`src/rtl/pdma_pkg.sv`:
```
package pdma_pkg;
  typedef enum logic {XFER_OUT = 1'b0, XFER_IN = 1'b1} xfer_dir_e;
  localparam int EN_PIN  = 0;
  localparam int EN_ADDR = 1;
  localparam int EN_ANY  = 2;
endpackage

```
`src/rtl/pdma_en_decode.sv`:
```
module pdma_en_decode #(
  parameter int            TAG_W   = 1,
  parameter logic [TAG_W-1:0] TAG_VAL = '1,
  parameter int            EN_MODE = 2
) (
  input  logic [TAG_W-1:0] tag,
  input  logic             en_pin,
  output logic             dma_en
);
  import pdma_pkg::*;

  logic tag_hit;
  assign tag_hit = (tag == TAG_VAL);

  generate
    if (EN_MODE == EN_PIN) begin : g_pin
      assign dma_en = en_pin;
    end else if (EN_MODE == EN_ADDR) begin : g_addr
      assign dma_en = tag_hit;
    end else begin : g_any
      assign dma_en = en_pin | tag_hit;
    end
  endgenerate
endmodule

```
`src/rtl/pdma_xfer_ctl.sv`:
```
module pdma_xfer_ctl #(
  parameter int WAIT_CYC = 1
) (
  input  logic                 clk,
  input  logic                 rst,
  input  logic                 cpu_rd,
  input  logic                 cpu_wr,
  input  logic                 dir_in,
  input  logic                 in_strobe,
  output pdma_pkg::xfer_dir_e  dir_q,
  output logic                 wait_req
);
  import pdma_pkg::*;

  localparam int CNT_W = $clog2(WAIT_CYC + 1) + 1;
  localparam logic [CNT_W-1:0] CNT_MAX = CNT_W'(WAIT_CYC);

  logic             bus_idle;
  logic [CNT_W-1:0] wcnt;

  assign bus_idle = ~(cpu_rd | cpu_wr);

  // direction only follows the select while the bus is idle
  always_ff @(posedge clk) begin
    if (rst)
      dir_q <= XFER_OUT;
    else if (bus_idle)
      dir_q <= xfer_dir_e'(dir_in);
  end

  // counts cycles of a continuous input strobe, saturating
  always_ff @(posedge clk) begin
    if (rst)
      wcnt <= '0;
    else if (!in_strobe)
      wcnt <= '0;
    else if (wcnt != CNT_MAX)
      wcnt <= wcnt + 1'b1;
  end

  assign wait_req = in_strobe & (wcnt < CNT_MAX);
endmodule

```
`src/rtl/pdma_bus_arb.sv`:
```
module pdma_bus_arb #(
  parameter int DATA_W = 8
) (
  input  logic                dma_en,
  input  pdma_pkg::xfer_dir_e dir_q,
  input  logic                cpu_rd,
  input  logic                cpu_wr,
  input  logic [DATA_W-1:0]   cpu_dout,
  input  logic [DATA_W-1:0]   mem_rdata,
  input  logic [DATA_W-1:0]   per_din,
  output logic                per_wr,
  output logic                per_rd,
  output logic [DATA_W-1:0]   per_dout,
  output logic [DATA_W-1:0]   mem_wdata,
  output logic                cpu_drv_en
);
  import pdma_pkg::*;

  logic take_out, take_in;

  always_comb begin
    take_out   = dma_en & (dir_q == XFER_OUT);
    take_in    = dma_en & (dir_q == XFER_IN);
    per_wr     = cpu_rd & take_out;
    per_rd     = cpu_wr & take_in;
    per_dout   = mem_rdata;
    mem_wdata  = per_rd ? per_din : cpu_dout;
    cpu_drv_en = cpu_wr & ~per_rd;
  end
endmodule

```
`src/rtl/pdma_bridge.sv`:
```
module pdma_bridge #(
  parameter int               ADDR_W   = 16,
  parameter int               DATA_W   = 8,
  parameter int               TAG_W    = 1,
  parameter logic [TAG_W-1:0] TAG_VAL  = '1,
  parameter int               EN_MODE  = 2,
  parameter int               WAIT_CYC = 1
) (
  input  logic                    clk,
  input  logic                    rst,
  input  logic [ADDR_W-1:0]       cpu_addr,
  input  logic                    cpu_rd,
  input  logic                    cpu_wr,
  input  logic [DATA_W-1:0]       cpu_dout,
  input  logic                    en_pin,
  input  logic                    dir_in,
  input  logic [DATA_W-1:0]       mem_rdata,
  input  logic [DATA_W-1:0]       per_din,
  output logic                    per_wr,
  output logic                    per_rd,
  output logic [DATA_W-1:0]       per_dout,
  output logic [DATA_W-1:0]       mem_wdata,
  output logic [ADDR_W-TAG_W-1:0] mem_addr,
  output logic                    cpu_drv_en,
  output logic                    cpu_wait
);
  import pdma_pkg::*;

  localparam int MEM_AW = ADDR_W - TAG_W;

  logic      dma_en;
  xfer_dir_e dir_q;

  assign mem_addr = cpu_addr[MEM_AW-1:0];

  pdma_en_decode #(
    .TAG_W(TAG_W), .TAG_VAL(TAG_VAL), .EN_MODE(EN_MODE)
  ) u_dec (
    .tag    (cpu_addr[ADDR_W-1:MEM_AW]),
    .en_pin (en_pin),
    .dma_en (dma_en)
  );

  pdma_bus_arb #(.DATA_W(DATA_W)) u_arb (
    .dma_en     (dma_en),
    .dir_q      (dir_q),
    .cpu_rd     (cpu_rd),
    .cpu_wr     (cpu_wr),
    .cpu_dout   (cpu_dout),
    .mem_rdata  (mem_rdata),
    .per_din    (per_din),
    .per_wr     (per_wr),
    .per_rd     (per_rd),
    .per_dout   (per_dout),
    .mem_wdata  (mem_wdata),
    .cpu_drv_en (cpu_drv_en)
  );

  pdma_xfer_ctl #(.WAIT_CYC(WAIT_CYC)) u_ctl (
    .clk       (clk),
    .rst       (rst),
    .cpu_rd    (cpu_rd),
    .cpu_wr    (cpu_wr),
    .dir_in    (dir_in),
    .in_strobe (per_rd),
    .dir_q     (dir_q),
    .wait_req  (cpu_wait)
  );
endmodule

```
`config.mk`:
```
export PLATFORM = sky130hd
export DESIGN_NAME = pdma_bridge
export DESIGN_NICKNAME = d
export VERILOG_FILES = /design/src/rtl/pdma_pkg.sv /design/src/rtl/pdma_en_decode.sv /design/src/rtl/pdma_xfer_ctl.sv /design/src/rtl/pdma_bus_arb.sv /design/src/rtl/pdma_bridge.sv
export SDC_FILE = /design/constraint.sdc
export NUM_CORES = 1
export LEC_CHECK = 0
export CORE_ASPECT_RATIO = 0.7
export CORE_MARGIN = 2
export CORE_UTILIZATION = 21
export DETAILED_ROUTE_END_ITERATION = 7
export GPL_TIMING_DRIVEN = 1
export PLACE_DENSITY_LB_ADDON = 0.08
export SYNTH_ARGS = -nofsm -noshare
export SYNTH_HDL_FRONTEND = slang
export SYNTH_SLANG_ARGS = --single-unit
```
`constraint.sdc`:
```
create_clock -name clk -period 2.2 [get_ports clk]
set_clock_uncertainty 0.2 [all_clocks]
set_input_delay 0.55 -clock clk [delete_from_list [all_inputs] [get_ports clk]]
set_output_delay 0.55 -clock clk [all_outputs]
set_load 0.01 [all_outputs]
```
==> results <==
synthesized netlist by cell type, drive strengths merged:
library cell and number:
o211ai 1, dfxtp 3, mux2 8, buf 24, and2 1, inv 4
xor2 1, nor2 2, ha 2, mux2i 1, or3b 1, o21ai 2
a21oi 1, nor3b 1, nor3 2
registers in the layout (all words and copies together), names as in the netlist:
name	count
u_ctl.dir_q	1
u_ctl.wcnt	2
logic make-up (layout without fill, tap and decap cells):
family	Yosys count	after routing	share of synthesized area, %
AO/OA/AOI/OAI	4	4	5.698
XOR/XNOR	1	1	1.814
adder cells (fa/ha/maj)	2	2	5.181
buffers and inverters	28	48	41.19
flip-flops	3	3	12.44
multiplexers	9	9	25.39
AND/OR/NAND/NOR	7	7	8.293
tightest hold or removal path, cell delays in order (launching register included):
cell and delay, ns:
dfxtp_1 0.30, mux2i_1 0.15, nor3_1 0.05
layout make-up:
cell class	instances	area share (%)
Multi-Input combinational cell	23	30.05
Timing Repair Buffer	40	52.27
Inverter	4	1.878
Clock buffer	4	3.286
Sequential cell	3	7.512
Tap cell	32	5.008
power breakdown:
group / internal (W) / switching, W / total (W)
Sequential: 0.0000558 / 0.00000112 / 0.0000569
Clock: 0.0000682 / 0.0000320 / 0.000100
Combinational: 0.0000776 / 0.0000307 / 0.000108
Total: 0.000202 / 0.0000639 / 0.000265
per-stage QoR:
| stage | setup WS, ns | cells | util [%] | cell area [um2] |
|---|---|---|---|---|
| floorplan | 0.2051 | 54 | - | 483.0 |
| global placement | -0.7558 | 100 | 33.51 | 721.9 |
| detailed placement | -0.7593 | 100 | 33.51 | 721.9 |
| CTS | -0.05922 | 106 | 37.05 | 798.3 |
| global route | -0.07734 | 106 | 37.11 | 799.5 |
| finish | -0.04063 | 106 | 37.11 | 799.5 |
placed cells by master (no fill, tap or decap), drive strengths merged:
master          n
inv             4
clkbuf          5
buf            18
a21oi           1
clkdlybuf4s50  19
o21ai           2
mux2            8
and2            1
mux2i           1
dfxtp           3
or3b            1
o211ai          1
ha              2
nor3            2
dlygate4sd2     2
xor2            1
nor3b           1
nor2            2
worst min-delay path by stage:
stage / from / to / slack (ns) / depth (start not counted)
2_1_floorplan: u_ctl.dir_q / u_ctl.dir_q / 0.28 / 2
5_1_grt: u_ctl.wcnt[1] / u_ctl.wcnt[1] / 0.36 / 2
6_report: u_ctl.wcnt[1] / u_ctl.wcnt[1] / 0.35 / 2
3_5_place_dp: u_ctl.wcnt[1] / u_ctl.wcnt[1] / 0.34 / 2
4_1_cts: u_ctl.wcnt[1] / u_ctl.wcnt[1] / 0.35 / 2
3_3_place_gp: u_ctl.wcnt[1] / u_ctl.wcnt[1] / 0.35 / 2
metal layers:
layer,wire (um),GRT usage (%),vias up
li1,-,-,195
met1,442,10.19,166
met2,570,12.98,18
met3,88,2.924,10
met4,57,11.74,0
met5,0,0,-
repair_timing:
item / in CTS / in global routing
setup endpoints to repair: 12 / 9
cloned: 1 / 0
pin swaps: 1 / 1
setup buffers: 1 / 1
resized for setup: 71 / 2
==> run_results.csv <==
group,metric,value,unit
run_status,status,"finished, violations left",
run_status,violations,"negative setup slack",
critical_path,slowest_delay,0.30,ns
route,drt_iter0_drc,6,
power_and_ir_drop,vdd_ir_drop_max,0.08510,mV
sta,finalHoldViolCount,0,
critical_path,worstSetupPathType,"primary input to primary output",
die,io-pin-count,81,
sta,clock.fmax,446.3,MHz
critical_path,crit_buf_inv,3,
die,initial_core_util,22.42,%
die,die_y,44.13,um
placement,gp_congestion,0.6674,
cells_and_area,fin_nets,123,
placement,dp_hpwl,879.4,um
yosys,synth_area_leader_cell,"buf_4",
sta,min_period,2.241,ns
critical_path,cp.arrival,1.49,ns
critical_path,crit_family,"buffers and inverters",
clock_tree,cts_root_buffer,"clkbuf_4",
cells_and_area,fillers,225,
sta,post-route-period-util,101.8,%
critical_path,cp-end-kind,"primary output",
clock_tree,clock_path_buffers,2,
yosys,netlist_instances,54,
critical_path,regToRegSetupSlack,0.98,ns
critical_path,worstPathRequired,1.45,ns
critical_path,setup.worst_path.end,"mem_wdata[7]",
min_path,hold_path.class,"register to register",
critical_path,critical_path.slowest_cell,"mux2_4",
die,core_area,0.002155,mm2
sta,rsz0062_at_grt,"yes",
sta,slew_headroom,85.06,%
route,firstDrtPassIters,2,
sta,whs,0.3469,ns
clock_tree,clk_latency,0.24,ns
sta,tns,-0.1607,ns
power_and_ir_drop,p_leak,0.3894,nW
yosys,yosysSeqAreaShare,12.44,%
critical_path,reg2reg_to,"u_ctl.wcnt[0]",
global_route,grt_overflow,0,
critical_path,r2r_cells,4,
yosys,synth.distinct_cells,17,
sta,slew_violations,0,
critical_path,r2r_start,"u_ctl.dir_q",
route,vias_per_cell,3.670,
power_and_ir_drop,power,0.0002654,W
critical_path,start_kind,"primary input",
sta,worst_slew_pin_slew,0.2231,ns
clock_tree,tritoncts,"yes",
yosys,avgSynthCellArea,8.944,um2
clock_tree,ctsHoldBuffers,0,
global_route,antenna_found_initial,0,
power_and_ir_drop,power_density,332.0,mW/mm2
yosys,syn-num-nets,102,
flow_run,cap_viol_max_count,0,
yosys,synth_warnings,0,
cells_and_area,areaGrowthSynthToFinish,65.54,%
sta,setup_ws,-0.04063,ns
sta,finalSetupViolCount,8,
die,rows,14,
cells_and_area,diodes,0,
global_route,grt_pass1_vias,417,
yosys,synth_seq_cells,3,
global_route,grt_first_pass_wirelength,1.787,mm
cells_and_area,multiInputGateArea,240.2,um2
route,drtAntennaViolNets,0,
clock_tree,htreeDepth,1,
critical_path,cp_cell_sequence,"buf_8, o211ai_4, clkbuf_16, mux2_4, buf_6",
clock_tree,path_clk_slew,0.04,ns
critical_path,crit_path_start,"cpu_addr[15]",
route,wl_per_cell,10.92,um
global_route,grt_max_degree,6,
route,drc,0,
die,fp.dieW,61.32,um
die,fp.dieArea,0.002706,mm2
yosys,yosys.area.top_type_share,35.75,%
clock_tree,cts_inserted_buffers,3,
route,routed_wirelength,1.158,mm
critical_path,cp.depth,5,
cells_and_area,drive_gt1_share,43.24,%
yosys,synthesis.area,483.0,um2
global_route,grt_usage,9.398,%
cells_and_area,regArea,60.06,um2
route,routed-via-count,389,
critical_path,path_max_fanout,5,
clock_tree,cts.sinks,3,
yosys,netlist_top_cells_area,"buf_4 (36%), mux2_4 (19%), dfxtp_1 (12%)",
placement,io_buffer_count,34,
No activity file was read; power rests on OpenSTA's default activity.
